$ cat config.mk
export PLATFORM = sky130hd
export DESIGN_NAME = blk_fir
export DESIGN_NICKNAME = d
export VERILOG_FILES = /design/src/rtl/blk_fir_pkg.sv /design/src/rtl/crs_dig2.sv /design/src/rtl/crs_mul.sv /design/src/rtl/blk_subprod.sv /design/src/rtl/blk_fir.sv
export SDC_FILE = /design/constraint.sdc
export NUM_CORES = 1
export LEC_CHECK = 0
export ABC_AREA = 1
export BUFFER_PORTS_ARGS = -buffer_cell sky130_fd_sc_hd__buf_2
export CAP_MARGIN = 25
export CORE_MARGIN = 3
export CORE_UTILIZATION = 65
export DETAILED_ROUTE_END_ITERATION = 10
export MAX_ROUTING_LAYER = met4
export PLACE_DENSITY = 0.83
export SLEW_MARGIN = 20
export SYNTH_ARGS = -nofsm -noshare
export SYNTH_HDL_FRONTEND = slang
export SYNTH_SLANG_ARGS = --single-unit
$ cat constraint.sdc
create_clock -name clk_i -period 5.9 [get_ports clk_i]
set_clock_uncertainty 0.15 [all_clocks]
set_input_delay 1.18 -clock clk_i [delete_from_list [all_inputs] [get_ports clk_i]]
set_output_delay 1.18 -clock clk_i [all_outputs]
set_load 0.1 [all_outputs]
$ cat src/rtl/blk_fir_pkg.sv
package blk_fir_pkg;
  // result width that holds the sum of TAPS full-scale products
  function automatic int sum_width(int dw, int cw, int taps);
    return dw + cw + $clog2(taps);
  endfunction
  function automatic int max_sum(int dw, int cw, int taps);
    return taps * ((2 ** dw) - 1) * ((2 ** cw) - 1);
  endfunction
endpackage

$ cat src/rtl/crs_dig2.sv
module crs_dig2 (
  input  logic [1:0] a_i,
  input  logic [1:0] b_i,
  output logic [3:0] p_o
);
  logic cross_s, cross_c, hi;

  assign cross_s = (a_i[1] & b_i[0]) ^ (a_i[0] & b_i[1]);
  assign cross_c = (a_i[1] & b_i[0]) & (a_i[0] & b_i[1]);
  assign hi      = a_i[1] & b_i[1];

  assign p_o[0] = a_i[0] & b_i[0];
  assign p_o[1] = cross_s;
  assign p_o[2] = hi ^ cross_c;
  assign p_o[3] = hi & cross_c;
endmodule

$ cat src/rtl/crs_mul.sv
// Multiplier from 2x2 digit cells; AW and BW must be even.
module crs_mul #(
  parameter int AW = 4,
  parameter int BW = 4
) (
  input  logic [AW-1:0]    a_i,
  input  logic [BW-1:0]    b_i,
  output logic [AW+BW-1:0] p_o
);
  localparam int NA = AW / 2;
  localparam int NB = BW / 2;
  localparam int PW = AW + BW;

  logic [3:0] dig [NA][NB];

  for (genvar ga = 0; ga < NA; ga++) begin : g_a
    for (genvar gb = 0; gb < NB; gb++) begin : g_b
      crs_dig2 u_dig (
        .a_i(a_i[2*ga +: 2]),
        .b_i(b_i[2*gb +: 2]),
        .p_o(dig[ga][gb])
      );
    end
  end

  // sum each crosswise diagonal at its weight
  always_comb begin
    logic [PW-1:0] acc;
    acc = '0;
    for (int d = 0; d < NA + NB - 1; d++) begin
      for (int i = 0; i < NA; i++) begin
        if (d - i >= 0 && d - i < NB) begin
          acc = acc + (PW'(dig[i][d-i]) << (2 * d));
        end
      end
    end
    p_o = acc;
  end
endmodule

$ cat src/rtl/blk_subprod.sv
// One coefficient group times the sample window, BLK lanes.
module blk_subprod #(
  parameter int DW  = 4,
  parameter int CW  = 4,
  parameter int BLK = 2,
  parameter int AW  = 11
) (
  input  logic [(2*BLK-1)*DW-1:0] win_i,
  input  logic [BLK*CW-1:0]       coef_i,
  output logic [BLK*AW-1:0]       sum_o
);
  localparam int PW = DW + CW;

  logic [PW-1:0] prod [BLK][BLK];

  // lane l, coef j uses sample at window slot BLK-1+l-j
  for (genvar gl = 0; gl < BLK; gl++) begin : g_lane
    for (genvar gj = 0; gj < BLK; gj++) begin : g_coef
      crs_mul #(.AW(DW), .BW(CW)) u_mul (
        .a_i(win_i[(BLK-1+gl-gj)*DW +: DW]),
        .b_i(coef_i[gj*CW +: CW]),
        .p_o(prod[gl][gj])
      );
    end
  end

  always_comb begin
    for (int l = 0; l < BLK; l++) begin
      logic [AW-1:0] s;
      s = '0;
      for (int j = 0; j < BLK; j++) s = s + AW'(prod[l][j]);
      sum_o[l*AW +: AW] = s;
    end
  end
endmodule

$ cat src/rtl/blk_fir.sv
module blk_fir
  import blk_fir_pkg::*;
#(
  parameter int DW        = 4,
  parameter int CW        = 4,
  parameter int TAPS      = 6,
  parameter int BLK       = 2,
  parameter bit PIPE_PROD = 1'b1,
  parameter int AW        = sum_width(DW, CW, TAPS)
) (
  input  logic                 clk_i,
  input  logic                 rst_ni,
  input  logic                 in_valid_i,
  input  logic [BLK*DW-1:0]    in_data_i,
  input  logic [TAPS*CW-1:0]   coef_i,
  output logic                 out_valid_o,
  output logic [BLK*AW-1:0]    out_data_o
);
  localparam int NGRP = TAPS / BLK;
  localparam int WW   = (2 * BLK - 1) * DW;
  localparam int MAXY = max_sum(DW, CW, TAPS);

  logic [WW-1:0]       win;
  logic [BLK*AW-1:0]   grp_sum [NGRP];
  logic [BLK*AW-1:0]   grp_q   [NGRP];
  logic [BLK*AW-1:0]   chain_nxt [NGRP];
  logic                p_vld;

  // sample window: previous BLK-1 samples below the current block
  if (BLK > 1) begin : g_hist
    logic [(BLK-1)*DW-1:0] hist_q;
    always_ff @(posedge clk_i or negedge rst_ni) begin
      if (!rst_ni)         hist_q <= '0;
      else if (in_valid_i) hist_q <= in_data_i[BLK*DW-1 -: (BLK-1)*DW];
    end
    assign win = {in_data_i, hist_q};

    assert_hist_R1: assert property (@(posedge clk_i) disable iff (!rst_ni)
      in_valid_i |=> hist_q == $past(in_data_i[BLK*DW-1 -: (BLK-1)*DW]));
  end else begin : g_nohist
    assign win = in_data_i;
  end

  for (genvar gm = 0; gm < NGRP; gm++) begin : g_grp
    blk_subprod #(.DW(DW), .CW(CW), .BLK(BLK), .AW(AW)) u_sub (
      .win_i (win),
      .coef_i(coef_i[gm*BLK*CW +: BLK*CW]),
      .sum_o (grp_sum[gm])
    );
  end

  if (PIPE_PROD) begin : g_pipe
    always_ff @(posedge clk_i or negedge rst_ni) begin
      if (!rst_ni) begin
        p_vld <= 1'b0;
        for (int m = 0; m < NGRP; m++) grp_q[m] <= '0;
      end else begin
        p_vld <= in_valid_i;
        if (in_valid_i) begin
          for (int m = 0; m < NGRP; m++) grp_q[m] <= grp_sum[m];
        end
      end
    end

    assert_pipe_lat_R2: assert property (@(posedge clk_i) disable iff (!rst_ni)
      in_valid_i |=> p_vld);
  end else begin : g_nopipe
    assign p_vld = in_valid_i;
    always_comb begin
      for (int m = 0; m < NGRP; m++) grp_q[m] = grp_sum[m];
    end
  end

  // transpose chain: highest group enters first, group 0 added undelayed
  if (NGRP > 1) begin : g_chain
    logic [BLK*AW-1:0] dly_q [NGRP-1];

    always_comb begin
      chain_nxt[NGRP-1] = grp_q[NGRP-1];
      for (int m = 0; m < NGRP - 1; m++) begin
        for (int l = 0; l < BLK; l++) begin
          chain_nxt[m][l*AW +: AW] = grp_q[m][l*AW +: AW] + dly_q[m][l*AW +: AW];
        end
      end
    end

    always_ff @(posedge clk_i or negedge rst_ni) begin
      if (!rst_ni) begin
        for (int m = 0; m < NGRP - 1; m++) dly_q[m] <= '0;
      end else if (p_vld) begin
        for (int m = 0; m < NGRP - 1; m++) dly_q[m] <= chain_nxt[m+1];
      end
    end

    assert_chain_idle_R4: assert property (@(posedge clk_i) disable iff (!rst_ni)
      !p_vld |=> $stable(dly_q[0]));
  end else begin : g_single
    assign chain_nxt[0] = grp_q[0];
  end

  always_ff @(posedge clk_i or negedge rst_ni) begin
    if (!rst_ni) begin
      out_valid_o <= 1'b0;
      out_data_o  <= '0;
    end else begin
      out_valid_o <= p_vld;
      if (p_vld) out_data_o <= chain_nxt[0];
    end
  end

  assert_out_lat_R2: assert property (@(posedge clk_i) disable iff (!rst_ni)
    p_vld |=> out_valid_o);
  assert_out_quiet_R2: assert property (@(posedge clk_i) disable iff (!rst_ni)
    !p_vld |=> !out_valid_o);
  assert_out_hold_R4: assert property (@(posedge clk_i) disable iff (!rst_ni)
    !p_vld |=> $stable(out_data_o));
  assert_rst_clear_R5: assert property (@(posedge clk_i) disable iff (!rst_ni)
    $rose(rst_ni) |-> !out_valid_o && out_data_o == '0);

  for (genvar gl = 0; gl < BLK; gl++) begin : g_ovf
    assert_no_overflow_R3: assert property (@(posedge clk_i) disable iff (!rst_ni)
      out_valid_o |-> out_data_o[gl*AW +: AW] <= AW'(MAXY));
  end
endmodule

Word-level counts from Yosys, hierarchy flattened:

Index checks and enable logic that the tools add are counted.

* $add $sub $neg: 46
* bitwise gates (word level): 384

Operators by type and width (count)
* bitwise AND 1 bit: 288
* adder 8 x 6 -> 8 bit: 12
* adder 8 bit: 12
* bitwise XOR 1 bit: 96
* adder 4 x 6 -> 7 bit: 12
* adder 8 x 8 -> 9 bit: 6
* adder 11 bit: 4

* register bits: 138
* input bits: 35
* output and inout port bits: 23
* word-level logic and storage cells: 439

Logic depth before layout (Yosys ltp):

* depth in word-level cells: 7
* mapped depth: 23
* gate-level depth less buffers: 22

Modules after synthesis:

From an unflattened synthesis, not the netlist that was laid out.

* cell total of the unflattened synthesis: 2433
* area, all modules: 17105.2 um2

By module, submodules not included
* blk_fir: times used 1, cells each 836, area each 7216.9 um2, sequential area each 3453.3 um2
* crs_mul: times used 12, cells each 58, area each 382.9 um2, sequential area each 0.0 um2
* crs_dig2: times used 48, cells each 11, area each 62.6 um2, sequential area each 0.0 um2
* blk_subprod at g_grp[1].u_sub ...: times used 2, cells each 125, area each 754.5 um2, sequential area each 0.0 um2
* blk_subprod at g_grp[0].u_sub: times used 1, cells each 123, area each 782.0 um2, sequential area each 0.0 um2

Least setup slack after synthesis:

OpenSTA, ideal clock, no wires.

* path type: input to register
* start: input in_data_i[5]
* end: register grp_q[62] in the netlist's numbering
* setup time: 117 ps
* arrival: 4632 ps
* required time: 5633 ps
* path slack: 1000 ps
* cell stages on the path: 22
* path buffers: 1
* cell sequence: clkbuf_1 nand2_1 inv_1 ha_1 ha_1 ha_1 inv_1 fa_1 xor2_1 fa_1 inv_1 ha_1 nand3_1 nand2_1 xor2_1 ha_1 nand2_1 inv_1 a21oi_1 nand3_1 nand3_1 nand2_1

* cells in the longest elaborated chain, start to end: 7
* elaborated cells on any way between the ends: 16
* classes of those cells: 4 x add/sub; 12 x bitwise

RTL lines
* start, declared: line blk_fir.sv:14 `input logic [BLK*DW-1:0] in_data_i,`
* bitwise AND 1 bit: line crs_dig2.sv:8, crs_dig2.sv:9
* bitwise AND 1 bit: line crs_dig2.sv:9 `assign cross_c = (a_i[1] & b_i[0]) & (a_i[0] & b_i[1]);`
* bitwise XOR 1 bit or bitwise AND 1 bit (tied branches): line crs_dig2.sv:14, crs_dig2.sv:15
* adder 4 x 6 -> 7 bit *: line crs_mul.sv:33 `acc = acc + (PW'(dig[i][d-i]) << (2 * d));`
* adder 8 x 6 -> 8 bit *: line crs_mul.sv:33
* adder 8 bit *: line crs_mul.sv:33
* adder 8 x 8 -> 9 bit *: line blk_subprod.sv:31 `for (int j = 0; j < BLK; j++) s = s + AW'(prod[l][j]);`
* end, declared: line blk_fir.sv:25 `logic [BLK*AW-1:0] grp_q [NGRP];`

Every way passes the cells marked *; elsewhere a longest branch is shown, timed or not.
A chain may end at the register's enable or synchronous reset.

Worst setup path in the final report:

* start: input in_data_i[1]
* end: register grp_q[40] in the netlist's numbering

The elaborated chain is that of the path after synthesis.

==> metrics.md <==
| Metric | Value |
|---|---|
| Run status | finished, final reports clean |
| Cell chosen for the clock root | sky130_fd_sc_hd__clkbuf_16 |
| Netlist area before placement | 0.0150 mm² |
| Post-route setup TNS | 0 ns |
| Number of hold buffers added after cts | 0 |
| Uppermost routed layer | met4 |
| Main flop type after synthesis | sky130_fd_sc_hd__dfrtp_1 |
| Crit. End Element | flop |
| Final count of hold timing violations | 0 |
| Endpoint arrival time on the critical path | 5.06 ns |
| Area share of the largest cell type after synthesis | 0.230 |
| Layout net count | ~2600 |
| Combinational family with the most area after synthesis | adder cells |
| Area growth from synthesis to layout | 6.25% |
| Start point of the critical path | in_data_i[1] |
| Num rows | 55 |
| Weighted congestion at the end of routability-driven global placement | approximately 0.93 |
| Count of cell types in the netlist | 33 |
| Adder-cell share of the synthesized area | 0.307 |
| Clock insertion delay at the later pin of the skew report | 0.43 ns |
| Xor and xnor fraction of the mapped netlist area | 0.0431 |
| Setup Viol. Count Final | 0 |
| Number of max-slew violations in the final report | 0 |
| Area of the die | between 0.02 and 0.025 mm² |
| Relative max-transition margin | 0.358 |
| Clock Tree Buf Depth | 2 |
| Sequential area share after synthesis | 0.200 |
| Wire length on met3 | 1.84 mm |
| First-pass GRT wire length | 56.7 mm |
| Post CTS Setup Buffer Count | 0 |
| Sum of routed wire length over all layers | approximately 33 mm |
| Min-delay worst type | reg -> reg |
| Area fraction in compound gates after synthesis | 0.0506 |
| Layout Utilization | 0.703 |
| Synth top cells by count | 722 x sky130_fd_sc_hd__nand2_1, 514 x sky130_fd_sc_hd__inv_1, 276 x sky130_fd_sc_hd__ha_1, 120 x sky130_fd_sc_hd__dfrtp_1, 111 x sky130_fd_sc_hd__nand3_1 |
| Minimum clock period after layout | 4.90 ns |
| Worst slack, placed | 0.626 ns |
| Number of antenna cells inserted | 0 |
| Number of nets produced by synthesis | 2549 |
| Cell total after placement | about 2500 |
| Number of standard cells after synthesis | 2180 |
| Register bit count reported by yosys | 120 |
| Non-Filler Instances | between 2000 and 2500 |
| Worst Setup EP | grp_q[40] |
| Post-route clock period utilization | 0.831 |
| Crit path max fanout | 24 |
| # clock sinks | 120 |
| Worst ir drop on vdd | 314 µV |
| Number of global-route vias before repair | approximately 12000 |
| Worst-case register-to-register setup slack | about 1.4 ns |
| Power per cell area | 366 mW/mm² |
| Library cell with the largest summed area after synthesis | sky130_fd_sc_hd__ha_1 |
| Layout cell share with drive strength beyond 1 | 0.0475 |
| Setup repair after global routing missed its margin | no |
| Synth warnings | 0 |
| Clock transition at path regs | roughly 0.050 ns |
| I/O pin count | 58 |
| Syn_area_per_cell | 6.89 µm² |
| Post-detailed-route wirelength per cell | 13.3 µm |
| Most instantiated library cell after synthesis | sky130_fd_sc_hd__nand2_1 |
| Placed wire-length estimate | 26.3 mm |
| CTS tree | built |
| Achievable frequency | 204 MHz |
| Synth async-reset ratio | 1.00 |
| Met1 Wirelength | 15.2 mm |
| Via count normalized by instance count | slightly above 5 |
| Final setup margin | 0.998 ns |
| Cell types occupying the most area after synthesis | sky130_fd_sc_hd__ha_1 23%, sky130_fd_sc_hd__dfrtp_1 20%, sky130_fd_sc_hd__nand2_1 18% |
| Launch point of the worst reg-to-reg path | g_hist.hist_q[0] |
| DR iter-0 viols | 893 |
| Category of the most critical setup path | in -> reg |
| Routed via count | 12900 |
| Core Region | 0.0227 mm² |
| Reg-to-reg endpoint | grp_q[51] |
| Cts bufs inserted | 17 |
| GRT Overall Usage | 0.288 |
| Antenna violations before repair | 0 |
| H-tree depth reported by CTS | 4 |
| Detailed-routing iteration count for the pre-antenna-repair pass | 5 |
| Max-cap violation count | 0 |
| Count of port buffers added during placement | 57 |
| Largest net degree at the start of global routing | 80 |
| Antenna Violating Nets Remaining | 0 |
| Hold path start | out_data_o[18] |
| Type of origin of the critical path | primary input |
| Number of cell instances on the worst register-to-register path | 21 |
| Effective utilization at floorplan | 0.662 |
| Die X | between 150 and 200 µm |
| Met2 wire len | 15.5 mm |
| Number of instances resized during post-cts repair | 0 |
| Aggregate global routing overflow | 0 |
| Number of synthesized flops with an enable pin | 0 |
| Leakage power of the design | 0.0105 µW |
| Multiplexer share of the synthesized area | 0 |
| DRC violations left | 0 |
| Simple logic cell fraction of the synthesized area | 0.248 |
| Data required time of the critical path | 6.05 ns |
| Die span in y | 158 µm |
| Slew at the pin closest to its max-slew limit | 0.963 ns |
## cell usage in the layout (no fill, tap or decap), types with 2 or more instances in the layout
cell type / netlist / routed
sky130_fd_sc_hd__nand2_1: 722 / 722
sky130_fd_sc_hd__inv_1: 514 / 514
sky130_fd_sc_hd__ha_1: 276 / 276
sky130_fd_sc_hd__dfrtp_1: 120 / 120
sky130_fd_sc_hd__nand3_1: 111 / 111
sky130_fd_sc_hd__a21oi_1: 77 / 77
sky130_fd_sc_hd__o21ai_0: 59 / 59
sky130_fd_sc_hd__fa_1: 58 / 58
sky130_fd_sc_hd__buf_2: 36 / 56
sky130_fd_sc_hd__nor2_1: 54 / 54
sky130_fd_sc_hd__xor2_1: 41 / 41
sky130_fd_sc_hd__xnor2_1: 33 / 33
sky130_fd_sc_hd__clkbuf_16: 0 / 17
sky130_fd_sc_hd__nand3b_1: 10 / 10
sky130_fd_sc_hd__nand4_1: 8 / 8
sky130_fd_sc_hd__buf_4: 3 / 7
sky130_fd_sc_hd__o21ai_1: 6 / 6
sky130_fd_sc_hd__nor3_1: 4 / 4
sky130_fd_sc_hd__nand3_2: 4 / 4
sky130_fd_sc_hd__clkinv_2: 0 / 4
sky130_fd_sc_hd__nand2_2: 3 / 3
sky130_fd_sc_hd__a211oi_1: 3 / 3
sky130_fd_sc_hd__clkinvlp_4: 0 / 3
sky130_fd_sc_hd__or2_1: 2 / 2
sky130_fd_sc_hd__o21bai_1: 2 / 2
sky130_fd_sc_hd__clkbuf_1: 20 / 2
sky130_fd_sc_hd__clkinv_4: 0 / 2
sky130_fd_sc_hd__bufinv_16: 0 / 2
## how the worst min path moves through the flow
stage,endpoint,slack (ns),cells past startpoint
global placement,out_data_o[11],0.30,2
CTS,g_chain.dly_q[15],0.33,2
global route,out_data_o[17],0.34,2
finish,out_data_o[18],0.32,2
floorplan,out_valid_o,0.20,0
detailed placement,out_data_o[18],0.31,2
## critical path, stage by stage
cell and delay, ns:
sky130_fd_sc_hd__buf_2 0.26, sky130_fd_sc_hd__nand2_1 0.13, sky130_fd_sc_hd__inv_1 0.05, sky130_fd_sc_hd__ha_1 0.19, sky130_fd_sc_hd__ha_1 0.27, sky130_fd_sc_hd__ha_1 0.16, sky130_fd_sc_hd__inv_1 0.05, sky130_fd_sc_hd__fa_1 0.38
sky130_fd_sc_hd__xor2_1 0.19, sky130_fd_sc_hd__fa_1 0.61, sky130_fd_sc_hd__inv_1 0.07, sky130_fd_sc_hd__ha_1 0.29, sky130_fd_sc_hd__nand3_1 0.09, sky130_fd_sc_hd__nand2_1 0.08, sky130_fd_sc_hd__xor2_1 0.16, sky130_fd_sc_hd__ha_1 0.34
sky130_fd_sc_hd__nand2_1 0.09, sky130_fd_sc_hd__inv_1 0.04, sky130_fd_sc_hd__a21oi_1 0.17, sky130_fd_sc_hd__nand3_1 0.09, sky130_fd_sc_hd__nand3_1 0.09, sky130_fd_sc_hd__nand2_1 0.07
## cell type report
class	instances	area, µm²
fillers	1920	6740
flip-flops and latches	120	3000
multi-input cells	1479	9750
repair buffers	64	360
well taps	285	357
clock buffers	19	433
clock inverters	12	129
inverters	516	1940
## layer usage
layer,up-vias,GRT usage
met3,49,0.0457
met4,0,0.0741
li1,6636,-
met5,-,-
met1,5926,0.374
met2,319,0.472
## logic make-up after synthesis
kind of cell             after synthesis
flip-flops                           120
buffers and inverters                581
AND/OR/NAND/NOR                      922
AO/OA/AOI/OAI                        149
XOR/XNOR                              74
adder cells (fa/ha/maj)              334
## through the flow
stage / total power (µW) / hold WS [ns] / area (µm²)
final: 5840 / 0.319 / 16000
after global routing: 6430 / 0.344 / 16000
after CTS: 5850 / 0.326 / 15900
after detailed placement: 4810 / 0.311 / 15400
after global placement: 4720 / 0.304 / 15400
after floorplan: 4090 / 0.205 / 15000
## sequential cells by signal, summed over array words and instances, names as in the netlist
signal	flops
g_chain.dly_q	38
grp_q	36
p_vld	1
out_valid_o	1
chain_nxt	18
out_data_o	22
g_hist.hist_q	4
## power breakdown
group / leakage (µW) / switching [µW] / internal, µW / total, µW
logic: 0.00879 / 2340 / 1170 / 3510
registers: 0.00148 / 211 / 1130 / 1340
clock network: 0.000269 / 378 / 617 / 994
total: 0.0105 / 2920 / 2920 / 5840
Note: power is estimated with default switching activity, not from simulation.
